### config.mk
export PLATFORM = sky130hd
export DESIGN_NAME = spi_buf_regs
export DESIGN_NICKNAME = d
export VERILOG_FILES = /design/src/rtl/spi_buf_pkg.sv /design/src/rtl/spi_buf_decode.sv /design/src/rtl/spi_buf_tx.sv /design/src/rtl/spi_buf_rx.sv /design/src/rtl/spi_buf_irq.sv /design/src/rtl/spi_buf_regs.sv
export SDC_FILE = /design/constraint.sdc
export NUM_CORES = 1
export LEC_CHECK = 0
export ABC_AREA = 1
export ABC_CLOCK_PERIOD_IN_PS = 2050
export BUFFER_PORTS_ARGS = -buffer_cell sky130_fd_sc_hd__buf_2
export CORE_MARGIN = 2
export CORE_UTILIZATION = 53
export DETAILED_ROUTE_END_ITERATION = 10
export PLACE_DENSITY_LB_ADDON = 0.25
export REMOVE_ABC_BUFFERS = 1
export SLEW_MARGIN = 40
export SYNTH_ARGS = -nofsm -noshare
export SYNTH_HDL_FRONTEND = slang
export SYNTH_HIERARCHICAL = 1
export SYNTH_SLANG_ARGS = --single-unit
### constraint.sdc
create_clock -name clk -period 2.05 [get_ports clk]
set_clock_uncertainty 0.1 [all_clocks]
set_input_delay 0.1025 -clock clk [delete_from_list [all_inputs] [get_ports clk]]
set_output_delay 0.1025 -clock clk [all_outputs]
set_load 0.1 [all_outputs]
### src/rtl/spi_buf_pkg.sv
package spi_buf_pkg;

    localparam int unsigned BYTE_W  = 8;
    localparam int unsigned LANES   = 2;
    localparam int unsigned WORD_W  = BYTE_W * LANES;
    localparam int unsigned SEL_W   = 2;

    localparam int unsigned STAT_OVR_BIT = 1;
    localparam int unsigned STAT_TXE_BIT = 5;
    localparam int unsigned STAT_RXR_BIT = 6;

    typedef enum logic [SEL_W-1:0] {
        SEL_DATA_LO = 2'd0,
        SEL_DATA_HI = 2'd1,
        SEL_STATUS  = 2'd2,
        SEL_NONE    = 2'd3
    } reg_sel_e;

    typedef struct packed {
        logic wr_lo;
        logic wr_hi;
        logic wr_stat;
        logic rd_lo;
    } bus_acc_t;

    typedef struct packed {
        logic tx_empty;
        logic rx_ready;
        logic overrun;
    } buf_flags_t;

    function automatic logic [BYTE_W-1:0] pack_status(input buf_flags_t f);
        logic [BYTE_W-1:0] s;
        s = '0;
        s[STAT_OVR_BIT] = f.overrun;
        s[STAT_TXE_BIT] = f.tx_empty;
        s[STAT_RXR_BIT] = f.rx_ready;
        return s;
    endfunction

endpackage

### src/rtl/spi_buf_decode.sv
module spi_buf_decode
    import spi_buf_pkg::*;
(
    input  logic             bus_wr,
    input  logic             bus_rd,
    input  logic [SEL_W-1:0] bus_addr,
    output bus_acc_t         acc
);
    reg_sel_e sel;

    always_comb begin
        sel         = reg_sel_e'(bus_addr);
        acc         = '0;
        acc.wr_lo   = bus_wr && (sel == SEL_DATA_LO);
        acc.wr_hi   = bus_wr && (sel == SEL_DATA_HI);
        acc.wr_stat = bus_wr && (sel == SEL_STATUS);
        acc.rd_lo   = bus_rd && (sel == SEL_DATA_LO);
    end
endmodule

### src/rtl/spi_buf_tx.sv
module spi_buf_tx
    import spi_buf_pkg::*;
#(
    parameter int unsigned LANE_W = BYTE_W,
    parameter int unsigned NLANE  = LANES,
    localparam int unsigned W     = LANE_W * NLANE
) (
    input  logic              clk,
    input  logic              rst,
    input  logic              enable,
    input  logic [NLANE-1:0]  lane_we,
    input  logic [LANE_W-1:0] wdata,
    input  logic              start,
    output logic [W-1:0]      tx_word,
    output logic              tx_empty
);
    logic [W-1:0] hold_q;

    for (genvar g = 0; g < NLANE; g++) begin : g_lane
        always_ff @(posedge clk) begin
            if (rst || !enable) begin
                hold_q[g*LANE_W +: LANE_W] <= '0;
            end else if (lane_we[g]) begin
                hold_q[g*LANE_W +: LANE_W] <= wdata;
            end
        end
    end

    // Low-lane write has priority over the start marking the buffer empty.
    always_ff @(posedge clk) begin
        if (rst || !enable) begin
            tx_empty <= 1'b1;
        end else if (lane_we[0]) begin
            tx_empty <= 1'b0;
        end else if (start) begin
            tx_empty <= 1'b1;
        end
    end

    assign tx_word = hold_q;

    // an upper-lane write alone does not touch the empty flag
    a_r2_hi_keeps_empty: assert property (@(posedge clk) disable iff (rst)
        enable && !lane_we[0] && (|lane_we) && !start |=> $stable(tx_empty));

    // a start without a colliding low write leaves the buffer empty
    a_r3_start_empties: assert property (@(posedge clk) disable iff (rst)
        enable && start && !lane_we[0] |=> tx_empty);

    // a low write always leaves the buffer non-empty, start or not
    a_r4_load_wins: assert property (@(posedge clk) disable iff (rst)
        enable && lane_we[0] |=> !tx_empty);
endmodule

### src/rtl/spi_buf_rx.sv
module spi_buf_rx
    import spi_buf_pkg::*;
#(
    parameter int unsigned W = WORD_W
) (
    input  logic         clk,
    input  logic         rst,
    input  logic         enable,
    input  logic         master_mode,
    input  logic         done,
    input  logic [W-1:0] rx_word,
    input  logic         rd_lo,
    input  logic         wr_stat,
    output logic [W-1:0] rx_buf,
    output logic         rx_ready,
    output logic         overrun
);
    logic ovr_hit;
    logic capture;

    // A low-byte read in the same cycle consumes the old word first.
    assign ovr_hit = done && rx_ready && !rd_lo;
    assign capture = done && !(ovr_hit && !master_mode);

    always_ff @(posedge clk) begin
        if (rst || !enable) begin
            rx_buf   <= '0;
            rx_ready <= 1'b0;
            overrun  <= 1'b0;
        end else begin
            if (capture) begin
                rx_buf <= rx_word;
            end
            if (done) begin
                rx_ready <= 1'b1;
            end else if (rd_lo) begin
                rx_ready <= 1'b0;
            end
            if (ovr_hit) begin
                overrun <= 1'b1;
            end else if (rd_lo || wr_stat) begin
                overrun <= 1'b0;
            end
        end
    end

    // low read with no arrival empties the receive side
    a_r6_rd_clears_ready: assert property (@(posedge clk) disable iff (rst)
        enable && rd_lo && !done |=> !rx_ready);

    // an arrival onto an unread word flags overrun
    a_r7_overrun_set: assert property (@(posedge clk) disable iff (rst)
        enable && done && rx_ready && !rd_lo |=> overrun);

    // slave keeps the old word on overrun
    a_r8_slave_keeps: assert property (@(posedge clk) disable iff (rst)
        enable && done && rx_ready && !rd_lo && !master_mode |=> $stable(rx_buf));

    // disabled port holds idle flags
    a_r12_idle_when_off: assert property (@(posedge clk) disable iff (rst)
        !enable |=> !rx_ready && !overrun);
endmodule

### src/rtl/spi_buf_irq.sv
module spi_buf_irq (
    input  logic clk,
    input  logic rst,
    input  logic enable,
    input  logic irq_en,
    input  logic start,
    input  logic tx_empty,
    output logic irq_pulse,
    output logic irq_level
);
    always_ff @(posedge clk) begin
        if (rst) begin
            irq_pulse <= 1'b0;
        end else begin
            irq_pulse <= start && enable && irq_en;
        end
    end

    assign irq_level = tx_empty && irq_en && enable;

    // the pulse only follows an accepted start
    a_r11_pulse_cause: assert property (@(posedge clk) disable iff (rst)
        irq_pulse |-> $past(start));

    // no pulse follows a cycle without a start
    a_r11_pulse_single: assert property (@(posedge clk) disable iff (rst)
        !start |=> !irq_pulse);
endmodule

### src/rtl/spi_buf_regs.sv
module spi_buf_regs
    import spi_buf_pkg::*;
(
    input  logic              clk,
    input  logic              rst,
    input  logic              enable,
    input  logic              master_mode,
    input  logic              irq_en,
    input  logic              bus_wr,
    input  logic              bus_rd,
    input  logic [SEL_W-1:0]  bus_addr,
    input  logic [BYTE_W-1:0] bus_wdata,
    output logic [BYTE_W-1:0] bus_rdata,
    input  logic              xchg_start,
    output logic [WORD_W-1:0] tx_word,
    input  logic              xchg_done,
    input  logic [WORD_W-1:0] rx_word,
    output logic              tx_irq_pulse,
    output logic              tx_irq_level
);
    bus_acc_t          acc;
    buf_flags_t        flags;
    logic [WORD_W-1:0] rx_buf;
    logic              tx_empty;
    logic              rx_ready;
    logic              overrun;
    logic [LANES-1:0]  lane_we;

    spi_buf_decode u_dec (
        .bus_wr   (bus_wr),
        .bus_rd   (bus_rd),
        .bus_addr (bus_addr),
        .acc      (acc)
    );

    assign lane_we = {acc.wr_hi, acc.wr_lo};

    spi_buf_tx #(.LANE_W(BYTE_W), .NLANE(LANES)) u_tx (
        .clk      (clk),
        .rst      (rst),
        .enable   (enable),
        .lane_we  (lane_we),
        .wdata    (bus_wdata),
        .start    (xchg_start),
        .tx_word  (tx_word),
        .tx_empty (tx_empty)
    );

    spi_buf_rx #(.W(WORD_W)) u_rx (
        .clk         (clk),
        .rst         (rst),
        .enable      (enable),
        .master_mode (master_mode),
        .done        (xchg_done),
        .rx_word     (rx_word),
        .rd_lo       (acc.rd_lo),
        .wr_stat     (acc.wr_stat),
        .rx_buf      (rx_buf),
        .rx_ready    (rx_ready),
        .overrun     (overrun)
    );

    spi_buf_irq u_irq (
        .clk       (clk),
        .rst       (rst),
        .enable    (enable),
        .irq_en    (irq_en),
        .start     (xchg_start),
        .tx_empty  (tx_empty),
        .irq_pulse (tx_irq_pulse),
        .irq_level (tx_irq_level)
    );

    always_comb begin
        flags.tx_empty = tx_empty;
        flags.rx_ready = rx_ready;
        flags.overrun  = overrun;
        case (reg_sel_e'(bus_addr))
            SEL_DATA_LO: bus_rdata = rx_buf[BYTE_W-1:0];
            SEL_DATA_HI: bus_rdata = rx_buf[WORD_W-1:BYTE_W];
            SEL_STATUS:  bus_rdata = pack_status(flags);
            default:     bus_rdata = '0;
        endcase
    end

    // a status write with no new overrun clears the flag
    a_r9_stat_write_clears: assert property (@(posedge clk) disable iff (rst)
        enable && acc.wr_stat && !(xchg_done && rx_ready && !acc.rd_lo) |=> !overrun);

    // arrival together with a low read never raises overrun
    a_r10_no_false_overrun: assert property (@(posedge clk) disable iff (rst)
        enable && xchg_done && acc.rd_lo |=> !overrun && rx_ready);
endmodule

Yosys cells after proc, flatten, opt, wreduce, memory -nomap -nowiden
Cells that the tools add are included.
Storage, ports and cells
  flip-flop bits (word level): 36
  input bits: 35
  output and inout port bits: 26
Operators by class
  equal/unequal tests: 2
  muxes and demuxes: 7
  reductions and logical operators: 22
Operator list (count)
  8-bit case mux with 3 select lines: 1
  1-bit logical AND: 12
  1-bit two-way mux: 6
  2-bit nonzero test: 3
  1-bit logical NOT: 4
  2-bit by 1-bit == test with 1-bit output (second input constant): 1
  2-bit == test (second input constant): 1
  2-bit logical NOT: 1
  1-bit logical OR: 2

Longest topological paths before layout
  word-level depth: 7
  gate-level depth with buffers: 9
  depth with buffers taken out: 8

Hierarchy
Netlist, hierarchy kept.
By module, submodules not included
  spi_buf_rx: times used 1, cells an instance 118, area each 828.3 um^2, seq. area each 360.3 um^2
  spi_buf_tx: times used 1, cells an instance 75, area each 654.4 um^2, seq. area each 340.3 um^2
  spi_buf_regs: times used 1, cells an instance 31, area each 142.6 um^2, seq. area each 0.0 um^2
  spi_buf_irq: times used 1, cells an instance 7, area each 42.5 um^2, seq. area each 20.0 um^2
  spi_buf_decode: times used 1, cells an instance 11, area each 41.3 um^2, seq. area each 0.0 um^2

Least setup slack after synthesis
Ideal clock, no wire load.
  kind: register to output
  from: register u_tx.tx_empty
  to: output port tx_irq_level
  data arrival time: 1.615 ns
  required time: 1.847 ns
  path slack: 0.233 ns
  stages on the path, launching flop included: 3
  buffers on the path: 0
  cells stage by stage: dfxtp_1 > inv_1 > nor2_1
Between the ends
  cells in the longest elaborated chain, start to end: 2
RTL lines
  start, declared: line spi_buf_tx.sv:15  | output logic tx_empty
  start signal, assigned: line spi_buf_tx.sv:32  | tx_empty <= 1'b1;
  start signal, assigned: line spi_buf_tx.sv:34  | tx_empty <= 1'b0;
  start signal, assigned: line spi_buf_tx.sv:36  | tx_empty <= 1'b1;
  1-bit logical AND (2 in a row): line spi_buf_irq.sv:19  | assign irq_level = tx_empty && irq_en && enable;
  end, declared: line spi_buf_regs.sv:19  | output logic tx_irq_level
Every way passes these cells.

Final worst setup path
  from: input port xchg_start
  to: register u_irq.irq_pulse
Between the ends
  cells in the longest elaborated chain, start to end: 2
RTL lines
  start, declared: line spi_buf_regs.sv:14  | input logic xchg_start,
  1-bit logical AND (2 in a row): line spi_buf_irq.sv:15  | irq_pulse <= start && enable && irq_en;
  end signal, assigned: line spi_buf_irq.sv:15
  end, declared: line spi_buf_irq.sv:8  | output logic irq_pulse,
Every way passes these cells.
A chain may end at the register's enable or synchronous reset.

==> results.py <==
metrics = {
    "sta": {
        "hold_viol": 0,
        "tightest_slew_ps": 555,
        "fin_crit_ps": 1830,
        "fmax_mhz": 545,
        "setup_violations": 0,
        "relSlewSlack_pct": 63.0,
        "period_share_pct": 89.4,
        "tns_ps": 0,
        "finalMaxSlewViolations": 0,
        "rsz0062_at_grt": "false",
    },
    "synth": {
        "ys_seq_area_share_pct": 42.2,
        "synth_compound_area_share_pct": 12.4,
        "synth.most_common_cell": "nand2_1",
        "avgSynthCellArea_um2": 7.06,
        "yosys_warnings": 6,
        "synth_largest_area_cell": "dfxtp_1",
        "syn_area_mm2": 0.00171,
        "ys.flop_type": "dfxtp_1",
        "synth_top_family_by_area": "simple AND/OR/NAND/NOR gates",
        "yosys-top-cells-count": "nand2_1, dfxtp_1, nand3_1, inv_1",
        "async_reset_ff_share_pct": 0,
        "synth_mux_area_share_pct": 0,
        "synth-edff-count": 0,
        "synth_cell_types": 18,
        "synth_top_area_share_pct": 42.2,
        "ys_top_cells_by_area": "dfxtp_1, nand2_1, nand3_1",
        "syn_inst": 242,
        "ys_ff_latch": 36,
        "synth-adder-area-share_pct": 0,
        "synth-xor-area-share_pct": 0,
        "synthSimpleGateAreaFrac_pct": 32.1,
    },
    "power": {
        "p_int_w": 0.000990,
        "p_seq_share_pct": 51.6,
        "switching_share_pct": 30.1,
        "leakage_nw": 1.14,
        "p_sw_w": 0.000426,
        "finalPower_w": 0.00142,
        "p_per_area_mw_per_mm2": 621,
        "combinationalPowerShare_pct": 21.2,
        "ir_drop_mv": 0.460,
        "clkPwrFrac_pct": 27.2,
    },
    "detailed_routing": {
        "drt-wirelength-per-cell_um": 10.4,
        "drc": 0,
        "ant_nets": 0,
        "drt_wl_total_um": 3840,
        "drt_iter0_drc": 98,
        "routed-via-count": 1736,
        "via_per_inst": 4.72,
        "dr.pass1.iters": 4,
    },
    "global_routing": {
        "antenna_found_initial": 0,
        "grt_pass1_vias": 1488,
        "grt_pass1_wl_um": 6300,
        "overflow": 0,
        "grt.total_usage_pct": 22.7,
        "grt_max_degree": 35,
    },
    "place": {
        "hpwl_um": 2420,
        "place_congestion": 0.801,
        "portBuffers": 60,
    },
    "clock_tree": {
        "cts_sinks": 36,
        "clockBufferDepth": 2,
        "cts_resized": 0,
        "numCtsBuffers": 5,
        "tritoncts": "built",
        "cts_root_buf": "clkbuf_4",
        "insertion_delay_ps": 320,
        "htreeDepth": 2,
        "clkSlewWorstSetupHoldPaths_ps": 100,
    },
    "floorplan": {
        "std_cell_rows": 20,
        "dieArea_mm2": 0.00369,
        "fp.dieW_um": 60.8,
        "ios": 61,
        "dieHeight_um": 60.8,
        "coreArea_mm2": 0.00305,
        "start_util_pct": 56.0,
    },
    "setup_path": {
        "required_ps": 2160,
        "slowest_delay_ps": 540,
        "timing.critical_path.buf_inv": 4,
        "cp_top_family": "buffers and inverters",
        "cpMostUsedCell": "dlygate4sd3_1",
        "endpoint_kind": "register",
        "criticalPathCategory": "in2reg",
        "crit_path_top_delay_cell": "dlygate4sd3_1",
        "crit_chain": "dlygate4sd3_1 > buf_2 > nand2_1 > dlygate4sd3_1 > nor2_1 > dlygate4sd3_1",
        "startpoint_type": "input pin",
        "r2r_slack_ps": 780,
        "cp.arrival_ps": 1950,
        "crit_fanout": 2,
    },
    "min_path": {
        "worstHoldPathType": "in2reg",
    },
    "status": {
        "status": "complete, no violations",
    },
    "cells_and_area": {
        "drive_gt1_share_pct": 26.5,
        "layout.nets": 358,
        "post-route-util_pct": 74.8,
        "antennaDiodeCount": 0,
        "area_delta_synth_final_pct": 33.5,
        "fill_cells": 262,
    },
    "run": {
        "cap_violations": 0,
    },
}
==> final timing paths <==
kind	startpoint	end	cells past startpoint
hold / removal	rx_word[5]	u_rx/rx_buf[5]	5
hold reg to reg	u_tx/tx_word[5]	u_tx/tx_word[5]	2
setup / recovery	xchg_start	u_irq/irq_pulse	6
setup reg to reg	u_rx/rx_ready	u_rx/rx_buf[9]	3
==> power groups by stage <==
stage	combinational, W	sequential (W)	clock, W
after global routing	0.000327	0.000733	0.000428
after CTS	0.000298	0.000730	0.000393
after global placement	0.000261	0.000746	0
after floorplan	0.000148	0.000779	0
after detailed placement	0.000264	0.000746	0
final	0.000300	0.000731	0.000386
==> logic make-up after synthesis <==
| family | Yosys count |
|---|---|
| simple gates | 126 |
| buf+inv | 45 |
| flops | 36 |
| compound gates | 35 |
==> registers in the layout (all words and copies together), names as in the netlist <==
signal,cells
u_rx/overrun,1
u_rx/rx_buf,16
u_irq/irq_pulse,1
u_rx/rx_ready,1
u_tx/tx_word,16
u_tx/tx_empty,1
==> cell type report <==
cell class / instances / area, um^2 / area share [%]
inverters: 33 / 131 / 5.76
flip-flops and latches: 36 / 721 / 31.6
multi-input cells: 161 / 761 / 33.3
clock buffers: 8 / 58.8 / 2.58
well taps: 44 / 55.1 / 2.41
repair buffers: 86 / 556 / 24.3
==> metal layers <==
metal  GRT usage (%)  up-vias  share of wire (%)
met5               0        -                  0
met4            8.07        0               0.73
met3            4.05        4                4.8
met2            36.4       44                 48
met1            30.7      772                 46
li1                -      916                  -
==> through the flow <==
| step | area [um^2] | worst slack, ps | hold WS (ps) | std cells |
|---|---|---|---|---|
| finish | 2280 | 217 | 13.0 | 368 |
| detailed placement | 1980 | 585 | 254 | 336 |
| CTS | 2280 | 255 | 5.09 | 368 |
| floorplan | 1610 | 233 | 120 | 230 |
| global placement | 1980 | 632 | 244 | 336 |
| global route | 2280 | 187 | 9.35 | 368 |
==> cells in the final DEF, fill, tap and decap left out, types with 2 or more instances in the layout <==
| cell | netlist | final |
|---|---|---|
| a21oi_1 | 24 | 24 |
| a21oi_2 | 10 | 10 |
| buf_2 | 5 | 60 |
| buf_4 | 2 | 2 |
| clkbuf_1 | 0 | 2 |
| clkbuf_4 | 0 | 5 |
| dfxtp_1 | 36 | 36 |
| dlygate4sd3_1 | 0 | 24 |
| inv_1 | 29 | 29 |
| inv_2 | 2 | 2 |
| nand2_1 | 67 | 67 |
| nand3_1 | 30 | 30 |
| nor2_1 | 24 | 24 |
| nor2_4 | 2 | 2 |
==> what timing repair did <==
item | 4_1_cts | 5_1_grt
hold buffers | 24 | 0
buffers inserted | 0 | 0
endpoints found under the hold margin | 31 | 0
==> worst register-to-register path, cell delays in order (launching register included) <==
cell,delay [ps]
dfxtp_1,440
nand3_4,310
a21oi_1,260
nor2_1,70
(Power assumes the default switching activity.)
